`src/rtl/cfg_sync_pkg.sv`:
```
package cfg_sync_pkg;
  typedef enum logic [1:0] {SC_IDLE, SC_SCAN, SC_WAIT} scan_st_t;
  typedef enum logic [1:0] {TX_IDLE, TX_SHIFT, TX_GAP} tx_st_t;
endpackage

```
`src/rtl/cfg_shadow_bank.sv`:
```
module cfg_shadow_bank #(
  parameter int NUM_REGS = 6,
  parameter int REG_W    = 32,
  parameter int IDX_W    = 3
) (
  input  logic                            clk,
  input  logic                            rst_n,
  input  logic                            host_we,
  input  logic                            host_re,
  input  logic [IDX_W-1:0]                host_idx,
  input  logic [REG_W-1:0]                host_wdata,
  input  logic                            upd_en,
  input  logic [IDX_W-1:0]                upd_idx,
  output logic [REG_W-1:0]                host_rdata,
  output logic                            host_err,
  output logic [NUM_REGS-1:0][REG_W-1:0]  want_vals,
  output logic [NUM_REGS-1:0]             diff_vec
);
  localparam logic [REG_W-1:0] LOW_MASK = REG_W'((1 << IDX_W) - 1);

  logic [NUM_REGS-1:0][REG_W-1:0] want_q;
  logic [NUM_REGS-1:0][REG_W-1:0] sent_q;
  logic                           idx_ok;
  logic [REG_W-1:0]               rd_mux;
  logic [REG_W-1:0]               rdata_q;
  logic                           err_q;

  assign idx_ok = (host_idx < IDX_W'(NUM_REGS));

  for (genvar g = 0; g < NUM_REGS; g++) begin : g_reg
    logic want_en;
    logic sent_en;
    assign want_en = host_we && (host_idx == IDX_W'(g));
    assign sent_en = upd_en && (upd_idx == IDX_W'(g));

    always_ff @(posedge clk or negedge rst_n) begin
      if (!rst_n) begin
        want_q[g] <= '0;
      end else if (want_en) begin
        want_q[g] <= host_wdata & ~LOW_MASK;
      end
    end

    always_ff @(posedge clk or negedge rst_n) begin
      if (!rst_n) begin
        sent_q[g] <= '1;
      end else if (sent_en) begin
        sent_q[g] <= want_q[g];
      end
    end

    assign diff_vec[g] = (want_q[g] != sent_q[g]);
  end

  always_comb begin
    rd_mux = '0;
    for (int i = 0; i < NUM_REGS; i++) begin
      if (host_idx == IDX_W'(i)) rd_mux = sent_q[i];
    end
  end

  always_ff @(posedge clk or negedge rst_n) begin
    if (!rst_n) begin
      rdata_q <= '0;
    end else if (host_re && idx_ok) begin
      rdata_q <= rd_mux;
    end
  end

  always_ff @(posedge clk or negedge rst_n) begin
    if (!rst_n) err_q <= 1'b0;
    else        err_q <= (host_we || host_re) && !idx_ok;
  end

  assign host_rdata = rdata_q;
  assign host_err   = err_q;
  assign want_vals  = want_q;

  p_err_flag_r8: assert property (@(posedge clk) disable iff (!rst_n)
    ((host_we || host_re) && (host_idx >= IDX_W'(NUM_REGS))) |=> host_err);

  p_err_rdata_r8: assert property (@(posedge clk) disable iff (!rst_n)
    host_err |-> $stable(host_rdata));
endmodule

```
`src/rtl/cfg_scan_ctrl.sv`:
```
module cfg_scan_ctrl
  import cfg_sync_pkg::*;
#(
  parameter int                  NUM_REGS   = 6,
  parameter int                  IDX_W      = 3,
  parameter logic [NUM_REGS-1:0] FORCE_MASK = 6'b010010
) (
  input  logic                clk,
  input  logic                rst_n,
  input  logic                sync_req,
  input  logic [NUM_REGS-1:0] diff_vec,
  input  logic                tx_done,
  output logic                busy,
  output logic                done,
  output logic                tx_start,
  output logic [IDX_W-1:0]    sel_idx
);
  scan_st_t         st_q, st_n;
  logic [IDX_W-1:0] idx_q, idx_n;
  logic             frc_q, frc_n;
  logic             done_q, done_n;
  logic             start_c;
  logic             send_c;

  assign send_c = diff_vec[idx_q] || ((idx_q == '0) && frc_q);

  always_comb begin
    st_n    = st_q;
    idx_n   = idx_q;
    frc_n   = frc_q;
    done_n  = 1'b0;
    start_c = 1'b0;
    case (st_q)
      SC_IDLE: begin
        if (sync_req) begin
          st_n  = SC_SCAN;
          idx_n = IDX_W'(NUM_REGS - 1);
          frc_n = 1'b0;
        end
      end
      SC_SCAN: begin
        if (send_c) begin
          start_c = 1'b1;
          st_n    = SC_WAIT;
          if (FORCE_MASK[idx_q]) frc_n = 1'b1;
        end else if (idx_q == '0) begin
          st_n   = SC_IDLE;
          done_n = 1'b1;
        end else begin
          idx_n = idx_q - IDX_W'(1);
        end
      end
      SC_WAIT: begin
        if (tx_done) begin
          if (idx_q == '0) begin
            st_n   = SC_IDLE;
            done_n = 1'b1;
          end else begin
            st_n  = SC_SCAN;
            idx_n = idx_q - IDX_W'(1);
          end
        end
      end
      default: st_n = SC_IDLE;
    endcase
  end

  always_ff @(posedge clk or negedge rst_n) begin
    if (!rst_n) begin
      st_q   <= SC_IDLE;
      idx_q  <= '0;
      frc_q  <= 1'b0;
      done_q <= 1'b0;
    end else begin
      st_q   <= st_n;
      idx_q  <= idx_n;
      frc_q  <= frc_n;
      done_q <= done_n;
    end
  end

  assign busy     = (st_q != SC_IDLE);
  assign done     = done_q;
  assign tx_start = start_c;
  assign sel_idx  = idx_q;

  p_done_pulse_r11: assert property (@(posedge clk) disable iff (!rst_n)
    done |=> !done);

  p_done_ends_busy_r11: assert property (@(posedge clk) disable iff (!rst_n)
    done |-> (!busy && $past(busy)));

  p_force_zero_r4: assert property (@(posedge clk) disable iff (!rst_n)
    (st_q == SC_SCAN && idx_q == '0 && frc_q) |-> tx_start);

  p_idx_range_r3: assert property (@(posedge clk) disable iff (!rst_n)
    busy |-> (idx_q < IDX_W'(NUM_REGS)));

  p_busy_hold_r10: assert property (@(posedge clk) disable iff (!rst_n)
    (busy && !done_n) |=> busy);
endmodule

```
`src/rtl/cfg_spi_tx.sv`:
```
module cfg_spi_tx
  import cfg_sync_pkg::*;
#(
  parameter int WORD_W   = 32,
  parameter int HALF_DIV = 2
) (
  input  logic              clk,
  input  logic              rst_n,
  input  logic              start,
  input  logic [WORD_W-1:0] word,
  output logic              tx_done,
  output logic              sclk,
  output logic              mosi,
  output logic              le
);
  localparam int CNT_W = $clog2(2 * HALF_DIV + 1);
  localparam int BIT_W = $clog2(WORD_W);

  tx_st_t            st_q, st_n;
  logic [CNT_W-1:0]  cnt_q, cnt_n;
  logic [BIT_W-1:0]  bit_q, bit_n;
  logic [WORD_W-1:0] sh_q, sh_n;
  logic              sclk_q, sclk_n;
  logic              le_q, le_n;
  logic              done_q, done_n;

  always_comb begin
    st_n   = st_q;
    cnt_n  = cnt_q;
    bit_n  = bit_q;
    sh_n   = sh_q;
    sclk_n = sclk_q;
    le_n   = le_q;
    done_n = 1'b0;
    case (st_q)
      TX_IDLE: begin
        if (start) begin
          st_n   = TX_SHIFT;
          sh_n   = word;
          le_n   = 1'b0;
          sclk_n = 1'b0;
          cnt_n  = '0;
          bit_n  = '0;
        end
      end
      TX_SHIFT: begin
        if (cnt_q == CNT_W'(HALF_DIV - 1)) begin
          cnt_n = '0;
          if (!sclk_q) begin
            sclk_n = 1'b1;
          end else begin
            sclk_n = 1'b0;
            if (bit_q == BIT_W'(WORD_W - 1)) begin
              le_n = 1'b1;
              st_n = TX_GAP;
            end else begin
              bit_n = bit_q + BIT_W'(1);
              sh_n  = {sh_q[WORD_W-2:0], 1'b0};
            end
          end
        end else begin
          cnt_n = cnt_q + CNT_W'(1);
        end
      end
      TX_GAP: begin
        if (cnt_q == CNT_W'(2 * HALF_DIV - 1)) begin
          cnt_n  = '0;
          st_n   = TX_IDLE;
          done_n = 1'b1;
        end else begin
          cnt_n = cnt_q + CNT_W'(1);
        end
      end
      default: st_n = TX_IDLE;
    endcase
  end

  always_ff @(posedge clk or negedge rst_n) begin
    if (!rst_n) begin
      st_q   <= TX_IDLE;
      cnt_q  <= '0;
      bit_q  <= '0;
      sh_q   <= '0;
      sclk_q <= 1'b0;
      le_q   <= 1'b1;
      done_q <= 1'b0;
    end else begin
      st_q   <= st_n;
      cnt_q  <= cnt_n;
      bit_q  <= bit_n;
      sh_q   <= sh_n;
      sclk_q <= sclk_n;
      le_q   <= le_n;
      done_q <= done_n;
    end
  end

  assign tx_done = done_q;
  assign sclk    = sclk_q;
  assign mosi    = sh_q[WORD_W-1];
  assign le      = le_q;

  p_sclk_low_le_r9: assert property (@(posedge clk) disable iff (!rst_n)
    le |-> !sclk);

  p_mosi_hold_r5: assert property (@(posedge clk) disable iff (!rst_n)
    (sclk && $past(sclk)) |-> $stable(mosi));

  p_start_idle_r10: assert property (@(posedge clk) disable iff (!rst_n)
    start |-> (st_q == TX_IDLE));
endmodule

```
`src/rtl/synth_cfg_sync.sv`:
```
module synth_cfg_sync #(
  parameter int NUM_REGS  = 6,
  parameter int REG_W     = 32,
  parameter int IDX_W     = 3,
  parameter int HALF_DIV  = 2,
  parameter logic [NUM_REGS-1:0] FORCE_MASK = 6'b010010
) (
  input  logic             clk,
  input  logic             rst_n,
  input  logic             host_we,
  input  logic             host_re,
  input  logic [IDX_W-1:0] host_idx,
  input  logic [REG_W-1:0] host_wdata,
  output logic [REG_W-1:0] host_rdata,
  output logic             host_err,
  input  logic             sync_req,
  output logic             busy,
  output logic             done,
  output logic             spi_sclk,
  output logic             spi_mosi,
  output logic             spi_le
);
  logic [1:0]                     rs_q;
  logic                           rst_int_n;
  logic [NUM_REGS-1:0][REG_W-1:0] want_vals;
  logic [NUM_REGS-1:0]            diff_vec;
  logic                           tx_start;
  logic                           tx_done;
  logic [IDX_W-1:0]               sel_idx;
  logic [REG_W-1:0]               tx_word;

  always_ff @(posedge clk or negedge rst_n) begin
    if (!rst_n) rs_q <= '0;
    else        rs_q <= {rs_q[0], 1'b1};
  end
  assign rst_int_n = rs_q[1];

  always_comb begin
    tx_word = '0;
    for (int i = 0; i < NUM_REGS; i++) begin
      if (sel_idx == IDX_W'(i)) tx_word = want_vals[i] | REG_W'(i);
    end
  end

  cfg_shadow_bank #(.NUM_REGS(NUM_REGS), .REG_W(REG_W), .IDX_W(IDX_W)) u_bank (
    .clk       (clk),
    .rst_n     (rst_int_n),
    .host_we   (host_we),
    .host_re   (host_re),
    .host_idx  (host_idx),
    .host_wdata(host_wdata),
    .upd_en    (tx_start),
    .upd_idx   (sel_idx),
    .host_rdata(host_rdata),
    .host_err  (host_err),
    .want_vals (want_vals),
    .diff_vec  (diff_vec)
  );

  cfg_scan_ctrl #(.NUM_REGS(NUM_REGS), .IDX_W(IDX_W), .FORCE_MASK(FORCE_MASK)) u_ctrl (
    .clk     (clk),
    .rst_n   (rst_int_n),
    .sync_req(sync_req),
    .diff_vec(diff_vec),
    .tx_done (tx_done),
    .busy    (busy),
    .done    (done),
    .tx_start(tx_start),
    .sel_idx (sel_idx)
  );

  cfg_spi_tx #(.WORD_W(REG_W), .HALF_DIV(HALF_DIV)) u_tx (
    .clk    (clk),
    .rst_n  (rst_int_n),
    .start  (tx_start),
    .word   (tx_word),
    .tx_done(tx_done),
    .sclk   (spi_sclk),
    .mosi   (spi_mosi),
    .le     (spi_le)
  );
endmodule

```
`config.mk`:
```
export PLATFORM = sky130hd
export DESIGN_NAME = synth_cfg_sync
export DESIGN_NICKNAME = d
export VERILOG_FILES = /design/src/rtl/cfg_sync_pkg.sv /design/src/rtl/cfg_shadow_bank.sv /design/src/rtl/cfg_scan_ctrl.sv /design/src/rtl/cfg_spi_tx.sv /design/src/rtl/synth_cfg_sync.sv
export SDC_FILE = /design/constraint.sdc
export NUM_CORES = 1
export LEC_CHECK = 0
export BUFFER_PORTS_ARGS = -buffer_cell sky130_fd_sc_hd__buf_2
export CORE_MARGIN = 2
export CORE_UTILIZATION = 50
export DETAILED_ROUTE_END_ITERATION = 16
export PLACE_DENSITY = 0.69
export SLEW_MARGIN = 10
export SYNTH_ARGS = -nofsm -noshare
export SYNTH_HDL_FRONTEND = slang
export SYNTH_SLANG_ARGS = --single-unit
```
`constraint.sdc`:
```
create_clock -name clk -period 12.7 [get_ports clk]
set_input_delay 0.635 -clock clk [delete_from_list [all_inputs] [get_ports clk]]
set_output_delay 0.635 -clock clk [all_outputs]
set_load 0.01 [all_outputs]
```
# [Word level (Yosys, flattened, before mapping)]
# Memories as Yosys holds them, arrays and structs flattened.
# Cells that the tools add are included.
[op_classes] addsub=3 eq_ne=35 reduce_logical=35 magnitude_cmp=2 muxes=66
[op_table] operator="$mux 32" n=16
[op_table] operator="$ne 32x32->1" n=6
[op_table] operator="$pmux 32 s2" n=1
[op_table] operator="$mux 3" n=7
[op_table] operator="$mux 5" n=4
[op_table] operator="$mux 1" n=19
[op_table] operator="$mux 2" n=9
[op_table] operator="$pmux 3 s3" n=2
[op_table] operator="$eq 3x2->1 const B" n=5
[op_table] operator="$logic_and 1x1->1" n=15
[op_table] operator="$reduce_and 5->1" n=3
[op_table] operator="$ne 2x1->1 const B" n=7
[op_table] operator="$eq 3x3->1 const B" n=4
[op_table] operator="$pmux 2 s3" n=2
[op_table] operator="$pmux 5 s2" n=1
[op_table] operator="$eq 3x1->1 const B" n=3
[op_table] operator="$ne 2x2->1 const B" n=4
[op_table] operator="$pmux 1 s2" n=4
[op_table] operator="$reduce_and 4->1" n=2
[op_table] operator="$logic_not 3->1" n=2
[op_table] operator="$reduce_and 3->1" n=2
[op_table] operator="$reduce_bool 2->1" n=3
[op_table] operator="$reduce_bool 3->1" n=2
[op_table] operator="$add 5x1->5 const B" n=1
[op_table] operator="other kinds (13)" n=17
[totals] wordCells=168 mem_bits_ro=8 output_inout_bits=38 reg_bits=453 memories=1
[mem_list] name="(name not given)" depth=8 width=1 rd=1 rd_ports_with_merged_regs=0 write_ports=0 line="cfg_scan_ctrl.sv:45" rtl="if (FORCE_MASK[idx_q]) frc_n = 1'b1;"

# [Longest topological paths before layout]
# Gate-level depths: netlist (run 1).
[depth] depth_word=9 mapped_depth=12

# [By module]
# From an unflattened synthesis (run 1), not the netlist that was laid out.
[hier_totals] hier_cells=1705 area_unflattened_um2=22612.9
[by_module_without_submodules] module="cfg_shadow_bank" area_per_inst_um2=18048.6 instances=1 cells_each=1262 seq_area_each_um2=9859.5
[by_module_without_submodules] module="cfg_spi_tx" area_per_inst_um2=2103.3 instances=1 cells_each=183 seq_area_each_um2=1127.3
[by_module_without_submodules] module="synth_cfg_sync" area_per_inst_um2=1890.6 instances=1 cells_each=197 seq_area_each_um2=50.0
[by_module_without_submodules] module="cfg_scan_ctrl" area_per_inst_um2=570.5 instances=1 cells_each=63 seq_area_each_um2=175.2

# [Worst setup path after synthesis (run 1)]
# Ideal clock, no wire load.
[synth_timing] path_kind="reg-to-reg" startpoint="register u_bank.sent_q[31] (netlist name)" endpoint="register u_bank.sent_q[35] (netlist name)" required_time_ns=12.615 arrival_time_ns=2.518 setup_time_ns=0.085 stages_incl_launch_ff=10 n_path_buf=1 path_slack_ns=10.098 period_less_slack_ns=2.602 path_cell_list="dfstp_2 -> xnor2_1 -> nand4_1 -> or4_1 -> nor4_1 -> nor4_1 -> o31ai_4 -> nand2b_1 -> buf_4 -> mux2_1"
[synth_between] elab_chain_len=7
[synth_rtl] item="from (decl)" line="cfg_shadow_bank.sv:22" rtl="logic [NUM_REGS-1:0][REG_W-1:0] sent_q;"
[synth_rtl] item="from (signal, indexed assignment)" line="cfg_shadow_bank.sv:48" rtl="sent_q[g] <= want_q[g];"
[synth_rtl] item="$ne 32x32->1" line="cfg_shadow_bank.sv:52" rtl="assign diff_vec[g] = (want_q[g] != sent_q[g]);"
[synth_rtl] item="$bmux 1 s3" line="cfg_scan_ctrl.sv:25" rtl="assign send_c = diff_vec[idx_q] || ((idx_q == '0) && frc_q);"
[synth_rtl] item="$mux 1 (implied by the code)" line="cfg_scan_ctrl.sv:25"
[synth_rtl] item="$logic_or 1x1->1" line="cfg_scan_ctrl.sv:25"
[synth_rtl] item="$mux 1" line="cfg_scan_ctrl.sv:42" rtl="if (send_c) begin"
[synth_rtl] item="$mux 1" line="cfg_scan_ctrl.sv:33" rtl="case (st_q)"
[synth_rtl] item="$logic_and 1x1->1" line="cfg_shadow_bank.sv:34" rtl="assign sent_en = upd_en && (upd_idx == IDX_W'(g));"
# No other way between the ends. The select of a mux whose other input is x is not followed.
# A chain may end at the register's enable or synchronous reset.

# [Worst setup path after layout (run 1)]
[layout_timing] startpoint="register u_bank.want_q, in the netlist u_bank.want_vals[121]" endpoint="register u_bank.sent_q[182] (netlist name)"
[layout_between] elab_chain_len=7
[layout_rtl] item="from (decl)" line="cfg_shadow_bank.sv:21" rtl="logic [NUM_REGS-1:0][REG_W-1:0] want_q;"
[layout_rtl] item="from (signal, indexed assignment)" line="cfg_shadow_bank.sv:40" rtl="want_q[g] <= host_wdata & ~LOW_MASK;"
[layout_rtl] item="$ne 32x32->1" line="cfg_shadow_bank.sv:52"
[layout_rtl] item="$bmux 1 s3" line="cfg_scan_ctrl.sv:25"
[layout_rtl] item="$mux 1 (implied by the code)" line="cfg_scan_ctrl.sv:25"
[layout_rtl] item="$logic_or 1x1->1" line="cfg_scan_ctrl.sv:25"
[layout_rtl] item="$mux 1" line="cfg_scan_ctrl.sv:42"
[layout_rtl] item="$mux 1" line="cfg_scan_ctrl.sv:33"
[layout_rtl] item="$logic_and 1x1->1" line="cfg_shadow_bank.sv:34"
# No other way between the ends. The select of a mux whose other input is x is not followed.

==> results.md, run 1 <==
- Global-route wire length before repair: around 100,000 µm
- Max_cap viols: 0
- Yosys top cell by area: dfrtp_1
- CTS buffer count: 48
- Internal: around 2700 µW
- Final-layout fill cell count: 3,692
- Finished Cell Area: between 20,000 and 25,000 µm²
- Critical path type: reg2reg
- Post-CTS sizing: 0
- DRC viols: 0
- Gpl congestion: 0.963
- Post-Syn Area: between 20,000 and 25,000 µm²
- 1st-iter DRT viols: 1,754
- Dominant cell by count in the synthesized netlist: dfrtp_1
- Area post-placement: roughly 23,000 µm²
- Total length of routed wires: 69,900 µm
- Remaining antenna violation count after routing: 0
- Psw: ~1000 µW
- Area added between synthesis and finish: 11.8%
- Post-Synthesis Cells: 1,793
- Vias in the first global route: ~16,000
- DR WL/cell: roughly 28 µm
- Worst Path Arrival: roughly 5.4 ns
- Min-delay worst type: in2async
- Sequential area share after synthesis: between 50% and 60%
- Initial antenna violation count: 4
- Top-Level Pins: just under 80
- Core Rows: 77
- RSZ-0062 raised after global routing: false
- Clock Power Share: roughly two fifths
- Switch share: between 20% and 30%
- Largest net degree at the start of global routing: between 150 and 200
- Final hold vios: 0
- Initial Util: 50.4%
- Asr flop ratio synth: 100%
- Compound-Gate Fraction of Synth Area: roughly 7.3%
- Commonest cells post-synth: dfrtp_1 (258), mux2_2 (203), dfstp_2 (181), mux2_1 (146), nand2_1 (106)
- Synthesized area per cell: around 12 µm²
- Postcts setup bufs: 0
- CTS tree: done
- Min cycle time layout: about 4.9 ns
- Outcome: completed
- Post-synth EDFFs: 0
- Comb pwr share: 13.5%
- Die width: 215 µm
- Final period utilization: approximately two fifths
- Slew Viols, Final: 0
- Slew headroom: a little over a fifth
- Peak VDD IR: between 0.1 and 0.15 mV
- Root Driver: clkbuf_16
- Top_reg_cell synth: dfrtp_1
- CP required: 13.21 ns
- Endpoints failing setup: 0
- Vias per Instance: ~6.3
- Syn Nets: around 1,900
- Critical Path Start Type: register
- PD cells: between 100 and 150 nW/µm²
- Simple-Gate Fraction of Synth Area: just over 7%
- Worst slew pin tran: between 1 and 1.5 ns
- Yosys reg bits: between 400 and 500
- Pre-antenna DRT Iters: 6
- Post-Route Setup TNS: 0 ns
- Sequential share of power: a little under half
- Core Area: approximately 44,000 µm²
- Synth area leaders: dfrtp_1 (29%), dfstp_2 (21%), mux2_2 (10%)
- Clock skew after layout: 0.0167 ns
- Post-Synth XOR/XNOR Area: roughly 6.9%
- Die area: roughly 46,000 µm²
- Layout cells sized above 1: roughly a third
- Height of the die: ~210 µm
- Clk sink count: ~440
- Yosys cell types: 60
- Worst hold margin: ~0.35 ns
- Number of port buffers: between 70 and 80
- Post-synthesis adder-cell area fraction: under 10%
- Clock insertion delay at the later pin of the skew report: approximately 0.6 ns
- Share of the synthesized area in the top cell type: 29.1%
- Remaining Overflow, GRT: 0
- CTS clk-pin slew, worst paths: 0.06 ns
- Mux contribution to synthesized area: about 24%
- Post-DP HPWL: 43,600 µm
- Crit end category: register
- Main combinational cell family by area after synthesis: multiplexers
- Clock Path Buffers: 3
- Vias: roughly 16,000
- H-tree Lvls: 2
- Overall global routing resource usage: 30.5%
- CTS Hold Bufs: 1
- F_max: between 0.2 and 0.25 GHz
- # nets final: about 1,900
- Static Leak: ~0.010 µW
- Ys Warns: 0
- Crit Path Max Fanout: 26
[layout by cell type (no fill, tap or decap), types with 17 or more instances in the layout]
master	instances
dfstp_2	181
mux4_2	30
buf_2	73
nor3_1	30
xor2_1	78
nand3_1	45
a221oi_1	55
mux2i_1	33
nand4_1	34
xnor2_1	96
mux2_1	146
o21ai_0	94
dfrtp_1	256
nand2_1	104
buf_4	31
o22ai_1	33
inv_1	20
clkbuf_8	21
nor4_1	28
clkbuf_16	50
ha_1	17
a21oi_1	43
nor2_1	40
mux2_2	203
mux2_4	30
[power groups by stage]
stage          Combinational, µW  Clock [µW]  Sequential (µW)
6_report                     498        1490             1700
5_1_grt                      525        1560             1720
4_1_cts                      492        1500             1700
3_5_place_dp                 488           0             1720
3_3_place_gp                 480           0             1710
2_1_floorplan                292           0             1690
[cells by family after synthesis]
kind of cell    count (synthesis)
fa+ha+maj                      19
xor+xnor                      174
flops                         439
compound gates                252
buf+inv                       140
other cells                     1
mux                           442
simple gates                  326
[worst max-delay path, stage by stage (launching register included)]
cell and delay, ns:
dfrtp_1 0.41, xnor2_1 0.47, nand4_1 0.37, or4_1 0.55, nor4_1 0.34, nor4_1 0.19
o31ai_4 0.88, or2_2 0.69, buf_4 0.47, mux2_1 0.38
[worst paths after layout]
check | cells past startpoint | endpoint | from | slack (ns)
worst max register to register | 9 | u_bank.sent_q[182]$_DFFE_PN1P_ | u_bank.want_vals[121]$_DFFE_PN0P_ | 7.84
worst max-delay path | 9 | u_bank.sent_q[182]$_DFFE_PN1P_ | u_bank.want_vals[121]$_DFFE_PN0P_ | 7.84
worst min-delay path | 2 | rs_q[0]$_DFF_PN0_ | rst_n | 0.35
worst min register to register | 0 | rs_q[1]$_DFF_PN0_ | rs_q[0]$_DFF_PN0_ | 0.35
max in group asynchronous | 2 | u_ctrl.sel_idx[2]$_DFFE_PN0P_ | rs_q[1]$_DFF_PN0_ | 9.89
min in group clk | 0 | rs_q[1]$_DFF_PN0_ | rs_q[0]$_DFF_PN0_ | 0.35
[registers in the layout (all words and copies together) (netlist names), 2 cells and up]
name,count
u_bank.host_rdata,30
u_ctrl.st_q,2
u_tx.bit_q,5
u_tx.cnt_q,3
u_tx.st_q,2
u_tx.sh_q,32
u_bank.sent_q,180
u_ctrl.sel_idx,3
rs_q,2
u_bank.want_vals,174
[per-stage QoR]
step	power [µW]	std cells	utilization (%)	setup slack (ns)
after floorplan	1990	1793	-	5.71
after global placement	2190	2373	52.5	7.93
after detailed placement	2210	2373	52.5	7.97
after CTS	3690	2463	56.4	7.89
after global routing	3810	2465	56.4	7.72
final	3690	2467	56.4	7.84
[layer usage]
metal | vias to the layer above | global-route usage (%) | part of all wire, % | wire length [µm]
li1 | 6646 | - | - | -
met1 | 8070 | 40.4 | 40 | 28000
met2 | 742 | 47.0 | 45 | 31800
met3 | 182 | 7.01 | 8.9 | 6210
met4 | 2 | 16.2 | 5.6 | 3930
met5 | - | 0 | 0.020 | 14
[layout make-up]
type	instances	area (µm²)	share of cell area [%]
Antenna cell	4	10.0	0.0403
Clock buffer	76	1560	6.28
Clock inverter	13	155	0.625
Inverter	23	86.3	0.348
Multi-Input combinational cell	1214	10400	42.0
Sequential cell	439	11200	45.2
Tap cell	592	741	2.98
Timing Repair Buffer	106	628	2.53
Note: power is estimated with default switching activity, not from simulation.
==> run 2: changes to the inputs <==
PLACE_DENSITY = 0.67   (was 0.69)
clock period = 4.8 ns   (was 12.7 ns; I/O delays follow)
==> run 2 against run 1 <==
  * Sequential power rose to 2.7 times the previous value
  * Sequential share of layout area fell by 0.78 points
  * Setup slack got worse by 6.9 ns
  * Worst hold slack got worse by 0.32 ns
  * First-iteration DRC count fell by 17%
  * Final area rose by 1.8%
  * Clock skew rose by 0.0095 ns
  * Count of clock-buffer cells in the layout fell by 1
  * Maximum frequency rose by 25%
  * Critical endpoint is now u_tx.sh_q[15]$_DFFE_PN0P_
  * Highest routed layer is now met4
==> results.md, run 2 (synthesis results as in run 1) <==
- Outcome: completed
- Largest Register: u_bank.sent_q
- Post-CTS sizing: 0 (unchanged)
- # nets final: 1,932 (+2.2%)
- Layout cells sized above 1: 34.6% (-0.53 points)
- Largest net degree at the start of global routing: 124 (-20%)
- DR WL/cell: 27.9 µm (-1.6%)
- # diodes: 0 (-4)
- Max_cap viols: 0 (unchanged)
- Slew headroom: 22.8% (+1.1 points)
- Finished Cell Area: 25,300 µm² (+1.8%)
- CTS clk-pin slew, worst paths: 0.06 ns (about the same)
- Remaining Overflow, GRT: 0 (unchanged)
- Initial antenna violation count: 0 (-4)
- Area added between synthesis and finish: 13.8%
- Clock Path Buffers: 3 (unchanged)
- PD cells: 391 nW/µm² (+160%)
- Die width: 215 µm (unchanged)
- Endpoints failing setup: 0 (unchanged)
- Peak VDD IR: 0.288 mV (+180%)
- Core Rows: 77 (unchanged)
- Slew Viols, Final: 0 (unchanged)
- Initial Util: 50.4% (unchanged)
- CP required: 5.27 ns (-7.94 ns)
- Pre-antenna DRT Iters: 5 (-1)
- Post-DP HPWL: 45,200 µm (+3.6%)
- F_max: 0.257 GHz (+25%)
- Clock skew after layout: 0.0262 ns (+0.00949 ns)
- Core Area: 44,000 µm² (unchanged)
- Gpl congestion: 0.959 (-0.44%)
- Vias in the first global route: 15,800 (+1.4%)
- Clk sink count: 439 (unchanged)
- Clock insertion delay at the later pin of the skew report: 0.60 ns (about the same)
- Global-route wire length before repair: 104,000 µm (+0.32%)
- Total length of routed wires: 69,900 µm (about the same)
- CTS Hold Bufs: 30 (+29)
- Vias: 15,700 (+0.42%)
- Height of the die: 215 µm (unchanged)
- Post-Route Setup TNS: 0 ns (unchanged)
- Crit end category: register
- Area post-placement: 23,200 µm² (+0.64%)
- Commonest cells after routing, fill and taps aside: dfrtp_1 (256), mux2_2 (203), dfstp_2 (181)
- Top-Level Pins: 78 (unchanged)
- Overall global routing resource usage: 30.5% (-0.068 points)
- RSZ-0062 raised after global routing: false
- Commonest non-fill, non-tap cell in the layout: dfrtp_1
- Vias per Instance: 6.27 (-1.1%)
- Root Driver: clkbuf_16
- Worst slew pin tran: 1.16 ns (-0.0132 ns)
- Crit Path Max Fanout: 30 (+15%)
- Critical path type: reg2reg
- Worst Path Arrival: 4.36 ns (-1.01 ns)
- Static Leak: 0.0106 µW (+1.9%)
- DRC viols: 0 (unchanged)
- Max FFs per register: 180 (unchanged)
- Final hold vios: 0 (unchanged)
- Min cycle time layout: 3.89 ns (-0.973 ns)
- Min-delay worst type: in2reg
- CTS buffer count: 49 (+2.1%)
- Postcts setup bufs: 0 (unchanged)
- Critical Path Start Type: register
- 1st-iter DRT viols: 1,464 (-17%)
- Die area: 46,100 µm² (unchanged)
- Final-layout fill cell count: 3,692 (unchanged)
- H-tree Lvls: 2 (unchanged)
- Final period utilization: 81.0% (+43 points)
- CTS tree: done
- Remaining antenna violation count after routing: 0 (unchanged)
- Number of port buffers: 74 (unchanged)
-- run 2: cell types whose count changed in the layout (fill, tap and decap cells not counted), sizes merged --
cell,previous run,this run
dlygate4sd3,1,30
buf,105,116
diode,4,0
bufinv,3,6
clkbuf,76,75
clkinv,11,10
clkinvlp,0,1
inv,22,23
-- run 2: power by group --
| part | leakage, µW | switching [µW] | internal, µW |
|---|---|---|---|
| Clock | 0.000848 | 1580 | 2440 |
| Sequential | 0.00485 | 446 | 4070 |
| Combinational | 0.00493 | 742 | 600 |
| Total | 0.0106 | 2770 | 7110 |
-- run 2: final timing paths --
path	depth (start not counted)	startpoint	slack, ns	endpoint
worst max-delay path	10	u_bank.want_vals[121]$_DFFE_PN0P_	0.91	u_tx.sh_q[15]$_DFFE_PN0P_
worst min-delay path	2	host_wdata[8]	0.03	u_bank.want_vals[72]$_DFFE_PN0P_
worst max register to register	10	u_bank.want_vals[121]$_DFFE_PN0P_	0.91	u_tx.sh_q[15]$_DFFE_PN0P_
worst min register to register	0	rs_q[0]$_DFF_PN0_	0.35	rs_q[1]$_DFF_PN0_
max in group asynchronous	1	rs_q[1]$_DFF_PN0_	3.01	u_bank.want_vals[189]$_DFFE_PN0P_
min in group asynchronous	0	rs_q[1]$_DFF_PN0_	0.45	u_bank.want_vals[138]$_DFFE_PN0P_
-- run 2: critical path, stage by stage, from the launching register on --
cell and delay, ns:
dfrtp_1 0.42, xnor2_1 0.41, nand4_1 0.25, or4_1 0.52
nor4_1 0.35, nor4_1 0.17, o31ai_4 0.41, buf_4 0.34
a211oi_4 0.09, buf_4 0.38, mux2_4 0.39
-- run 2: metal layers --
layer	vias to the layer above	part of all wire [%]	global-route usage, %
li1	6712	-	-
met1	8222	42	41.6
met2	604	46	47.9
met3	169	6.7	5.53
met4	0	4.8	13.2
met5	-	0	0
-- run 2: area by class of cell --
type	instances	area (µm²)	share of cell area, %
sequential	439	11200	44.4
multi-input combinational	1214	10400	41.3
clock buffer	75	1480	5.84
timing repair buffer	146	1080	4.26
tap	592	741	2.93
clock inverter	17	245	0.971
inverter	23	86.3	0.342
-- run 2: through the flow --
step           setup slack, ns  hold WS [ns]  std cells  utilization (%)  total power, µW
5_1_grt                  0.881        0.0166       2506             57.4            10200
3_5_place_dp              1.04        0.0292       2384             52.8             5860
2_1_floorplan            0.601       -0.0556       1793                -             5250
4_1_cts                   1.01       0.00537       2506             57.4             9890
6_report                 0.914        0.0293       2506             57.4             9870
3_3_place_gp              1.05        0.0256       2384             52.8             5810
